[src/rtl/fs_seq_pkg.sv]
package fs_seq_pkg;

  typedef enum logic [1:0] {
    CMD_NONE = 2'd0,
    CMD_READ = 2'd1,
    CMD_HDR  = 2'd2
  } cmd_kind_e;

  // Convert a duration in ns to clock cycles, rounded to nearest.
  function automatic int ns_to_cyc(input int cyc_per_us, input int ns);
    return (cyc_per_us * ns + 500) / 1000;
  endfunction

endpackage

[src/rtl/fs_cmd_front.sv]
module fs_cmd_front
  import fs_seq_pkg::*;
(
  input  logic      clk,
  input  logic      rst,
  input  logic      rd_en,
  input  logic      rd_cmd,
  input  logic      rd_hdr_cmd,
  input  logic      early_pulse,
  input  logic      late_pulse,
  output cmd_kind_e kind,
  output logic      pulse
);

  logic rd_cmd_q;
  logic hdr_cmd_q;
  logic rd_rise;
  logic hdr_rise;

  // Edge history tracks the levels even while rd_en is low, so a command
  // held across the rise of rd_en is not mistaken for a new one.
  always_ff @(posedge clk) begin
    if (rst) begin
      rd_cmd_q  <= 1'b0;
      hdr_cmd_q <= 1'b0;
    end else begin
      rd_cmd_q  <= rd_cmd;
      hdr_cmd_q <= rd_hdr_cmd;
    end
  end

  assign rd_rise  = rd_cmd & ~rd_cmd_q;
  assign hdr_rise = rd_hdr_cmd & ~hdr_cmd_q;

  // A read edge wins over a simultaneous header edge.
  always_comb begin
    kind = CMD_NONE;
    if (rd_en) begin
      if (rd_rise)       kind = CMD_READ;
      else if (hdr_rise) kind = CMD_HDR;
    end
  end

  assign pulse = early_pulse | late_pulse;

endmodule

[src/rtl/fs_gap_timer.sv]
module fs_gap_timer #(
  parameter int GAP_CYC = 50
) (
  input  logic clk,
  input  logic rst,
  input  logic rd_en,
  input  logic pulse,
  output logic armed,
  output logic fire
);

  localparam int CW = $clog2(GAP_CYC + 1);
  localparam logic [CW-1:0] LAST = CW'(GAP_CYC - 1);

  logic [CW-1:0] quiet_cnt;

  always_ff @(posedge clk) begin
    if (rst || !rd_en) begin
      quiet_cnt <= '0;
      armed     <= 1'b0;
    end else if (pulse) begin
      quiet_cnt <= '0;
      armed     <= 1'b0;
    end else if (!armed) begin
      if (quiet_cnt == LAST) armed <= 1'b1;
      else                   quiet_cnt <= quiet_cnt + 1'b1;
    end
  end

  assign fire = armed & pulse & rd_en;

  AST_GAP_CNT_BOUND: assert property (@(posedge clk) disable iff (rst)
    quiet_cnt <= LAST);

  AST_GAP_FIRE_DISARMS: assert property (@(posedge clk) disable iff (rst)
    fire |=> !armed);

  AST_GAP_PULSE_RESTARTS: assert property (@(posedge clk) disable iff (rst)
    pulse |=> (quiet_cnt == '0));

endmodule

[src/rtl/fs_window.sv]
module fs_window #(
  parameter int FS_CYC = 100
) (
  input  logic clk,
  input  logic rst,
  input  logic rd_en,
  input  logic start,
  output logic active,
  output logic ending
);

  localparam int CW = $clog2(FS_CYC + 1);
  localparam logic [CW-1:0] LAST = CW'(FS_CYC - 1);

  logic [CW-1:0] left;

  always_ff @(posedge clk) begin
    if (rst || !rd_en) begin
      active <= 1'b0;
      left   <= '0;
    end else if (start) begin
      active <= 1'b1;
      left   <= LAST;
    end else if (active) begin
      if (left == '0) active <= 1'b0;
      else            left   <= left - 1'b1;
    end
  end

  assign ending = active & (left == '0) & ~start & rd_en;

  AST_WIN_HOLDS: assert property (@(posedge clk) disable iff (rst)
    (active && rd_en && !start && left != '0) |=> active);

  AST_WIN_BOUND: assert property (@(posedge clk) disable iff (rst)
    left <= LAST);

endmodule

[src/rtl/fs_seq_top.sv]
module fs_seq_top
  import fs_seq_pkg::*;
#(
  parameter int CYC_PER_US = 20,
  parameter int FS_NS      = 5000,
  parameter int BYTE_NS    = 1240,
  parameter int GAP_BYTES  = 2
) (
  input  logic clk,
  input  logic rst,
  input  logic rd_en,
  input  logic rd_cmd,
  input  logic rd_hdr_cmd,
  input  logic early_pulse,
  input  logic late_pulse,
  output logic fast_start,
  output logic resync,
  output logic data_good
);

  localparam int FS_CYC   = ns_to_cyc(CYC_PER_US, FS_NS);
  localparam int BYTE_CYC = ns_to_cyc(CYC_PER_US, BYTE_NS);
  localparam int GAP_CYC  = GAP_BYTES * BYTE_CYC;

  cmd_kind_e kind;
  logic      pulse;
  logic      gap_armed;
  logic      gap_fire;
  logic      launch_cmd;
  logic      start;
  logic      win_ending;

  fs_cmd_front u_front (
    .clk         (clk),
    .rst         (rst),
    .rd_en       (rd_en),
    .rd_cmd      (rd_cmd),
    .rd_hdr_cmd  (rd_hdr_cmd),
    .early_pulse (early_pulse),
    .late_pulse  (late_pulse),
    .kind        (kind),
    .pulse       (pulse)
  );

  fs_gap_timer #(.GAP_CYC(GAP_CYC)) u_gap (
    .clk   (clk),
    .rst   (rst),
    .rd_en (rd_en),
    .pulse (pulse),
    .armed (gap_armed),
    .fire  (gap_fire)
  );

  assign launch_cmd = (kind == CMD_READ);
  assign start      = launch_cmd | gap_fire;

  fs_window #(.FS_CYC(FS_CYC)) u_win (
    .clk    (clk),
    .rst    (rst),
    .rd_en  (rd_en),
    .start  (start),
    .active (fast_start),
    .ending (win_ending)
  );

  always_ff @(posedge clk) begin
    if (rst || !rd_en) begin
      resync    <= 1'b0;
      data_good <= 1'b0;
    end else begin
      resync <= gap_fire;
      if (start)           data_good <= 1'b0;
      else if (win_ending) data_good <= 1'b1;
    end
  end

  AST_IDLE_ON_DROP: assert property (@(posedge clk) disable iff (rst)
    !rd_en |=> (!fast_start && !resync && !data_good));

  AST_NO_OVERLAP: assert property (@(posedge clk) disable iff (rst)
    !(fast_start && data_good));

  AST_RESYNC_IN_WIN: assert property (@(posedge clk) disable iff (rst)
    resync |-> fast_start);

  AST_RESYNC_ONE: assert property (@(posedge clk) disable iff (rst)
    resync |=> !resync);

  AST_DG_AFTER_WIN: assert property (@(posedge clk) disable iff (rst)
    $rose(data_good) |-> $past(fast_start));

  AST_CMD_NO_RESYNC: assert property (@(posedge clk) disable iff (rst)
    (launch_cmd && !gap_armed) |=> !resync);

endmodule

[config.mk]
export PLATFORM = sky130hd
export DESIGN_NAME = fs_seq_top
export DESIGN_NICKNAME = d
export VERILOG_FILES = /design/src/rtl/fs_seq_pkg.sv /design/src/rtl/fs_cmd_front.sv /design/src/rtl/fs_gap_timer.sv /design/src/rtl/fs_window.sv /design/src/rtl/fs_seq_top.sv
export SDC_FILE = /design/constraint.sdc
export NUM_CORES = 1
export LEC_CHECK = 0
export ABC_AREA = 1
export BUFFER_PORTS_ARGS = -buffer_cell sky130_fd_sc_hd__buf_2
export CAP_MARGIN = 20
export CORE_MARGIN = 1
export CORE_UTILIZATION = 56
export DETAILED_ROUTE_END_ITERATION = 16
export GPL_TIMING_DRIVEN = 0
export PLACE_DENSITY = 0.76
export SLEW_MARGIN = 20
export SYNTH_ARGS = -nofsm -noshare
export SYNTH_HDL_FRONTEND = slang
export SYNTH_SLANG_ARGS = --single-unit
[constraint.sdc]
create_clock -name clk -period 1.6 [get_ports clk]
set_input_delay 0.32 -clock clk [delete_from_list [all_inputs] [get_ports clk]]
set_output_delay 0.32 -clock clk [all_outputs]
set_load 0.05 [all_outputs]
# Yosys cells after proc, flatten, opt, wreduce, memory -nomap -nowiden
# Cells that the tools add are included.
# word_totals
register_bits	19
in_bits	7
output_inout_bits	3
elab_cells	49
# classes
n_addsub	2
n_eq_ne	3
muxes	11
n_bitwise	15
reduce_logical	9
# op_table
operator	count
two-way mux 7 bit	3
AND 1 bit	7
logical NOT 7 bit	1
subtractor 7 x 1 -> 7 bit (second input constant)	1
adder 6 x 1 -> 6 bit (second input constant)	1
== test 6 bit (second input constant)	1
two-way mux 2 bit	3
NOT 1 bit	6
AND reduction 2 bit	3
two-way mux 1 bit	5
OR reduction 2 bit	2
== test 2 x 1 -> 1 bit (second input constant)	1
inequality test 2 x 1 -> 1 bit (second input constant)	1
bitwise OR 1 bit	2
nonzero test 2 bit	1
logical NOT 1 bit	1
logical OR 1 bit	1

# Longest topological paths before layout
# Gate-level depths: netlist of run 1.
# logic_depth
depth_word	10
ltp_mapped	10
mapped_depth_nobuf	10

# Modules after synthesis
# From an unflattened synthesis of run 1, not the netlist that was laid out.
# unflattened
cells_unflattened	157
area_unflattened_um2	1062.3
# by_module_without_submodules
mod	instances	cells_each	area_each_um2	seq_area_each_um2
fs_window	1	70	488.0	160.2
fs_gap_timer	1	60	390.4	140.1
fs_seq_top	1	14	96.3	40.0
fs_cmd_front	1	13	87.6	40.0

# Worst setup path before layout of run 1
# No wires, ideal clock.
# synth_timing
path_type	register -> register
startpoint	reg u_win.active
endpoint	reg u_win.left[0]
setup_time_ns	0.113
arrival_ns	1.158
required_time_ns	1.487
path_slack_ns	0.329
stages_incl_launch_ff	6
path_buffers	0
synth_period_minus_slack_ns	1.271
path_cell_list	dfxtp_1 > nand2_4 > nand2_1 > nand2_1 > o21ai_1 > inv_1
# synth_via
elab_chain_cells	2
# synth_rtl
element	line_no	rtl
start, declared	fs_window.sv:8	output logic active,
start signal, assigned	fs_window.sv:19	active <= 1'b0;
start signal, assigned	fs_window.sv:22	active <= 1'b1;
start signal, assigned	fs_window.sv:25	if (left == '0) active <= 1'b0;
nonzero test 2 bit (no source line)	--	
AND reduction 2 bit (no source line)	--	
end signal, assigned	fs_window.sv:26	else left <= left - 1'b1;
end, declared	fs_window.sv:15	logic [CW-1:0] left;
# No other way between the ends.
# A chain may end at the register's enable or synchronous reset.

# Worst setup path after layout of run 1
# layout_timing
startpoint	reg u_win.active
endpoint	out fast_start
# layout_rtl
element	line_no	rtl
end, declared	fs_seq_top.sv:16	output logic fast_start,
# No word-level cell between the ends.

==> flow_summary.toml, run 1 <==
[status]
status = "completed"

[critical_path]
r2r-start = "u_win.left[0]$_SDFFE_PP0P_"
critPathKind = "reg2out"
reg2reg_depth = 9
worstPathMaxFanout = 8
critPathBufInv = 1
crit_family = "flip-flops"
crit_path_top_delay_cell = "dfxtp_1"
worst-r2r-setup-slack_ns = 0.19
critPathMaxStageDelay_ns = 0.51
path_cells = "buf_2"
end_kind = "output pin"
r2r-end = "u_win.left[0]$_SDFFE_PP0P_"
cp-start-kind = "flip-flop"
worstPathRequired_ns = 1.28
crit_cells = 1
cp.arrival_ns = 1.14

[clock_tree]
clk_latency_ns = 0.30
clock-root-buffer = "clkbuf_4"
cts-hold-fix-buffers = 0
clockBufferDepth = 2
clk_pin_slew_worst_paths_ns = 0.10
cts_tree = "yes"
post_cts_buffers = 0
cts_resized = 0
numCtsBuffers = 3
clock-sinks = 18
cts_max_level = 1

[floorplanning]
dieArea_sq_um = 1890
die_y_um = 43.5
std_cell_rows = 14
start_util_pct = 61.9
core_area_sq_um = 1560
io_pins = 10
dieWidth_um = 43.5

[placed_design]
dpl_cell_area_sq_um = 1020
hpwl_um = 1310
gp_congestion = 0.806
dp.cells = 155
numPortBuffers = 8
dp_worst_setup_slack_ns = 0.205

[worst_hold_path]
hp-start = "rd_cmd"
hold_path_depth = 3
min_to = "u_front.rd_cmd_q$_SDFF_PP0_"
hold_class = "in2reg"

[synthesis]
synth-edff-count = 0
netlist_area_sq_um = 965
synth_common_cells = "nand2_1 (31), dfxtp_1 (18), inv_1 (17)"
synth_top_area_share_pct = 37.4
synth.avg_cell_area_sq_um = 7.36
yosysSeqAreaShare_pct = 37.4
ys_types = 27
synth_ff_type = "dfxtp_1"
ys_warn_count = 0
async_reset_ff_share_pct = 0
synth_seq_cells = 18
synthCells = 131
yosysMostFrequentCell = "nand2_1"
synth.area.top_cells = "dfxtp_1 (37%), nand2_1 (12%), inv_1 (6.6%), nor2_1 (6.2%), ha_1 (5.2%)"
synth_top_area_cell = "dfxtp_1"
synth.net_count = 142

[drt]
drc = 0
firstDrtPassIters = 4
routed_wl_um = 1710
ant_nets = 0
via_per_inst = 5.11
wire_per_inst_um = 10.7
drt_iter0_drc = 13
vias = 813

[final_layout]
design_area_sq_um = 1060
area_delta_synth_final_pct = 9.99
drive_gt1_share_pct = 18.9
final_nets = 155
diodes = 0
layout.cells.non_filler = 159

[grt]
grt.total_usage_pct = 20.7
grt_pass1_vias = 713
antenna_found_initial = 0
globalRouteOverflowTotal = 0
grt_pass1_wl_um = 2880
grt_max_degree = 11

[timing]
min_period_ns = 1.46
setup_slack_ns = 0.142
finalCritPeriodShare_pct = 91.1
skew_ns = 0.000705
rsz0062_at_grt = "no"
finalHoldViolCount = 0
worstMarginPinSlew_ns = 0.306
relSlewSlack_pct = 79.6
worst_hold_slack_ns = 0.243
max_freq_mhz = 686
drv_slew = 0
tns_ns = 0
setup_viol = 0

[pwr]
power_leakage_uw = 0.000522
powerDensity_nw_per_um2 = 782
vdd_drop_max_mv = 0.526

[run]
drv_cap = 0
## metal layers
metal	up-vias	part of all wire [%]	track usage (%)
met5	-	0	0
met4	0	1.5	13.1
met3	4	1.5	2.50
met2	8	51	36.1
met1	364	46	24.1
li1	437	-	-
## placed cells by master, fill, tap and decap left out, drive strengths merged
cell type and instances:
buf 8, nor4 1, clkinv 1, o21ai 4
a21oi 7, nand4 4, nand3 8, or2 1
nand2 33, and3 1, a21boi 1, inv 21
clkbuf 4, a31oi 1, dfxtp 18, xor2 4
nor2 21, ha 4, nand3b 1
## registers in the layout, summed over array words and instances (netlist names)
signal	count
data_good	1
resync	1
u_gap.quiet_cnt	6
u_front.rd_cmd_q	1
u_win.left	7
u_win.active	1
u_gap.armed	1
## worst max path at each step
stage	to	start
finish	fast_start	u_win.active$_SDFF_PP0_
CTS	fast_start	u_win.active$_SDFF_PP0_
global placement	u_win.left[0]$_SDFFE_PP0P_	u_win.left[0]$_SDFFE_PP0P_
global route	u_win.left[0]$_SDFFE_PP0P_	u_win.left[0]$_SDFFE_PP0P_
floorplan	u_win.left[0]$_SDFFE_PP0P_	u_win.active$_SDFF_PP0_
detailed placement	u_win.left[0]$_SDFFE_PP0P_	u_win.left[0]$_SDFFE_PP0P_
## cells by family after synthesis
family	after synthesis	synth area share [%]
xor gates and xnor gates	4	3.63
buffers and inverters	22	8.56
adders and majority gates	4	5.19
and+or+nand+nor	70	36.6
DFF	18	37.4
AOI/OAI and AO/OA	13	8.69
## where the power goes
| part | internal, uW | total, uW | leakage, uW | switching (uW) |
|---|---|---|---|---|
| Clock | 139 | 286 | 0.0000210 | 147 |
| Combinational | 29.1 | 83.0 | 0.000355 | 53.9 |
| Sequential | 455 | 461 | 0.000146 | 6.30 |
| Total | 622 | 830 | 0.000522 | 207 |
## final cells by class
| class | instances | area, sq um |
|---|---|---|
| sequential | 18 | 360 |
| timing repair buffer | 8 | 40.0 |
| fill | 140 | 498 |
| clock buffer | 4 | 36.3 |
| tap | 16 | 20.0 |
| multi-input combinational | 91 | 522 |
| inverter | 22 | 82.6 |
## stage by stage
step / power, uW / util (%)
detailed placement: 554 / 65.7
finish: 830 / 68.1
global placement: 551 / 65.7
CTS: 839 / 68.1
floorplan: 530 / -
global route: 861 / 68.1
(Power assumes the default switching activity.)
==> run 2, diff against run 1 <==
--- a/config.mk
+++ b/config.mk
@@ -5,14 +5,13 @@
 export SDC_FILE = /design/constraint.sdc
 export NUM_CORES = 1
 export LEC_CHECK = 0
-export ABC_AREA = 1
 export BUFFER_PORTS_ARGS = -buffer_cell sky130_fd_sc_hd__buf_2
 export CAP_MARGIN = 20
 export CORE_MARGIN = 1
-export CORE_UTILIZATION = 56
+export CORE_UTILIZATION = 53
 export DETAILED_ROUTE_END_ITERATION = 16
 export GPL_TIMING_DRIVEN = 0
-export PLACE_DENSITY = 0.76
+export PLACE_DENSITY = 0.74
 export SLEW_MARGIN = 20
 export SYNTH_ARGS = -nofsm -noshare
 export SYNTH_HDL_FRONTEND = slang
==> run 2 against run 1 <==
The run now ends with negative setup slack left. First-iteration DRC count down 62%. Hold slack got worse by 0.071 ns. Sequential power barely moved. Critical endpoint is now u_win.left[6]$_SDFFE_PP0P_.
==> flow_summary.toml, run 2 <==
[status]
status = "finished with violations"
violations = "negative setup slack"

[clock_tree]
cts-hold-fix-buffers = 0
clock-root-buffer = "clkbuf_4"
numCtsBuffers = 3
cts_max_level = 1
clk_pin_slew_worst_paths_ns = 0.10
clock-sinks = 18
clockBufferDepth = 2
clk_latency_ns = 0.30
cts_tree = "yes"

[drt]
drc = 0
wl_met1_um = 769
routed_wl_um = 1430
vias = 635
drt_iter0_drc = 5
dr_wl_met2_um = 603
route.met3.wl_um = 30
ant_nets = 0
wire_per_inst_um = 12.3
highest_layer = "met4"
via_per_inst = 5.47
firstDrtPassIters = 4

[grt]
grt_pass1_vias = 527
grt_max_degree = 11
grt_pass1_wl_um = 2300
globalRouteOverflowTotal = 0
antenna_found_initial = 0
grt.total_usage_pct = 22.0

[critical_path]
worstPathRequired_ns = 1.83
crit_family = "simple AND/OR/NAND/NOR gates"
end_kind = "flip-flop"
cp.arrival_ns = 1.85
cp-start-kind = "flip-flop"
crit_path_top_delay_cell = "or4_4"
critPathKind = "reg2reg"
critPathMaxStageDelay_ns = 0.57
critPathBufInv = 0
worstPathMaxFanout = 5
path_cells = "or4_4 -> or4_1 -> a31oi_1"

[placed_design]
numPortBuffers = 8
dpl_cell_area_sq_um = 850
hpwl_um = 998
dp.cells = 108
gp_congestion = 0.754

[synthesis]
async_reset_ff_share_pct = 0
ys_warn_count = 0
synth_fa_ha_area_share_pct = 6.39
synthXorXnorAreaFrac_pct = 7.83
synth.area.top_cells = "dfxtp_1 (46%), ha_1 (6.4%), nor2_1 (5.8%), xor2_1 (5.6%), a21oi_1 (4.5%)"
synth.net_count = 96
netlist_area_sq_um = 783
synth-edff-count = 0
synth_seq_cells = 18
synth_top_area_cell = "dfxtp_1"
yosysSeqAreaShare_pct = 46.0
synth_common_cells = "dfxtp_1 (18), nor2_1 (12), a21oi_1 (7)"
yosysMostFrequentCell = "dfxtp_1"
synthCells = 85
synth_top_area_share_pct = 46.0
ys_types = 26
synth_ff_type = "dfxtp_1"
synth_compound_area_share_pct = 16.3
synthMuxAreaShare_pct = 1.44
yosys.area_share.simple_pct = 20.1
synth_top_family_by_area = "simple AND/OR/NAND/NOR gates"
synth.avg_cell_area_sq_um = 9.21

[floorplanning]
io_pins = 10
die_y_um = 40.4
std_cell_rows = 13
start_util_pct = 58.7
core_area_sq_um = 1330
dieArea_sq_um = 1640
dieWidth_um = 40.4

[final_layout]
most-common-layout-cells = "dfxtp_1 (15), nor2_1 (12), buf_2 (8)"
largest_register_ffs = 7
reg.largest.list = "u_win.left (7), u_gap.quiet_cnt (6)"
area_delta_synth_final_pct = 20.1
final_common_cell = "dfxtp_1"
regMostFlops = "u_win.left"
diodes = 0
final_nets = 113
postLayoutCoreUtil_pct = 70.5
drive_gt1_share_pct = 24.8
design_area_sq_um = 941
layout.cells.non_filler = 116

[timing]
max_freq_mhz = 619
drv_slew = 0
skew_ns = 0.00424
worstMarginPinSlew_ns = 0.471
relSlewSlack_pct = 68.4
setup_slack_ns = -0.0150
rsz0062_at_grt = "yes"
tns_ns = -0.0150
setup_viol = 1
finalHoldViolCount = 0
finalCritPeriodShare_pct = 101
min_period_ns = 1.62

[pwr]
p_total_uw = 803
power_leakage_uw = 0.000351
powerDensity_nw_per_um2 = 853
vdd_drop_max_mv = 0.694

[run]
drv_cap = 0

[worst_hold_path]
hold_class = "in2reg"
run 2: area by class of cell:
| class | instances | area, sq um |
|---|---|---|
| multi-input cells | 63 | 433 |
| fillers | 111 | 393 |
| flip-flops and latches | 18 | 364 |
| repair buffers | 12 | 73.8 |
| clock buffers | 4 | 36.3 |
| well taps | 15 | 18.8 |
| inverters | 3 | 11.3 |
| plain buffers | 1 | 3.75 |
run 2: final timing paths:
| kind | start | endpoint | slack (ns) | cells after the start |
|---|---|---|---|---|
| worst max-delay path | u_win.left[4]$_SDFFE_PP0P_ | u_win.left[6]$_SDFFE_PP0P_ | -0.02 | 3 |
| worst min-delay path | rst | u_front.rd_cmd_q$_SDFF_PP0_ | 0.17 | 2 |
| worst max register to register | u_win.left[4]$_SDFFE_PP0P_ | u_win.left[6]$_SDFFE_PP0P_ | -0.02 | 3 |
| worst min register to register | data_good$_SDFFE_PP0P_ | data_good$_SDFFE_PP0P_ | 0.48 | 2 |
run 2: power by group:
| part | switching (uW) | internal, uW |
|---|---|---|
| Combinational | 34.3 | 25.7 |
| Clock | 143 | 139 |
| Sequential | 6.35 | 455 |
| Total | 184 | 619 |
run 2: cell families after synthesis:
kind of cell	count (synthesis)
DFF	18
and+or+nand+nor	31
AOI/OAI and AO/OA	20
buffers and inverters	4
xor gates and xnor gates	7
adders and majority gates	4
muxes	1
run 2: what timing repair did:
item | in CTS | in global routing
endpoints found under the setup margin | 2 | 6
gates resized for setup | 5 | 3
pin swaps | 3 | 1
buffers inserted | 3 | 1
run 2: per-layer routing:
| metal | vias to the layer above | track usage [%] |
|---|---|---|
| li1 | 331 | - |
| met1 | 290 | 30.4 |
| met2 | 10 | 29.8 |
| met3 | 4 | 5.00 |
| met4 | 0 | 15.0 |
| met5 | - | 0 |
run 2: through the flow:
stage          setup WS, ns  hold WS [ns]
6_report            -0.0150         0.171
5_1_grt             -0.0568         0.161
4_1_cts             -0.0110         0.167
3_5_place_dp        -0.0871         0.458
3_3_place_gp        -0.0458         0.454
2_1_floorplan       0.00629         0.392
run 2: worst register-to-register path: stages (launching register included):
cell     delay [ns]
dfxtp_2        0.33
or4_4          0.57
or4_1          0.48
a31oi_1        0.16
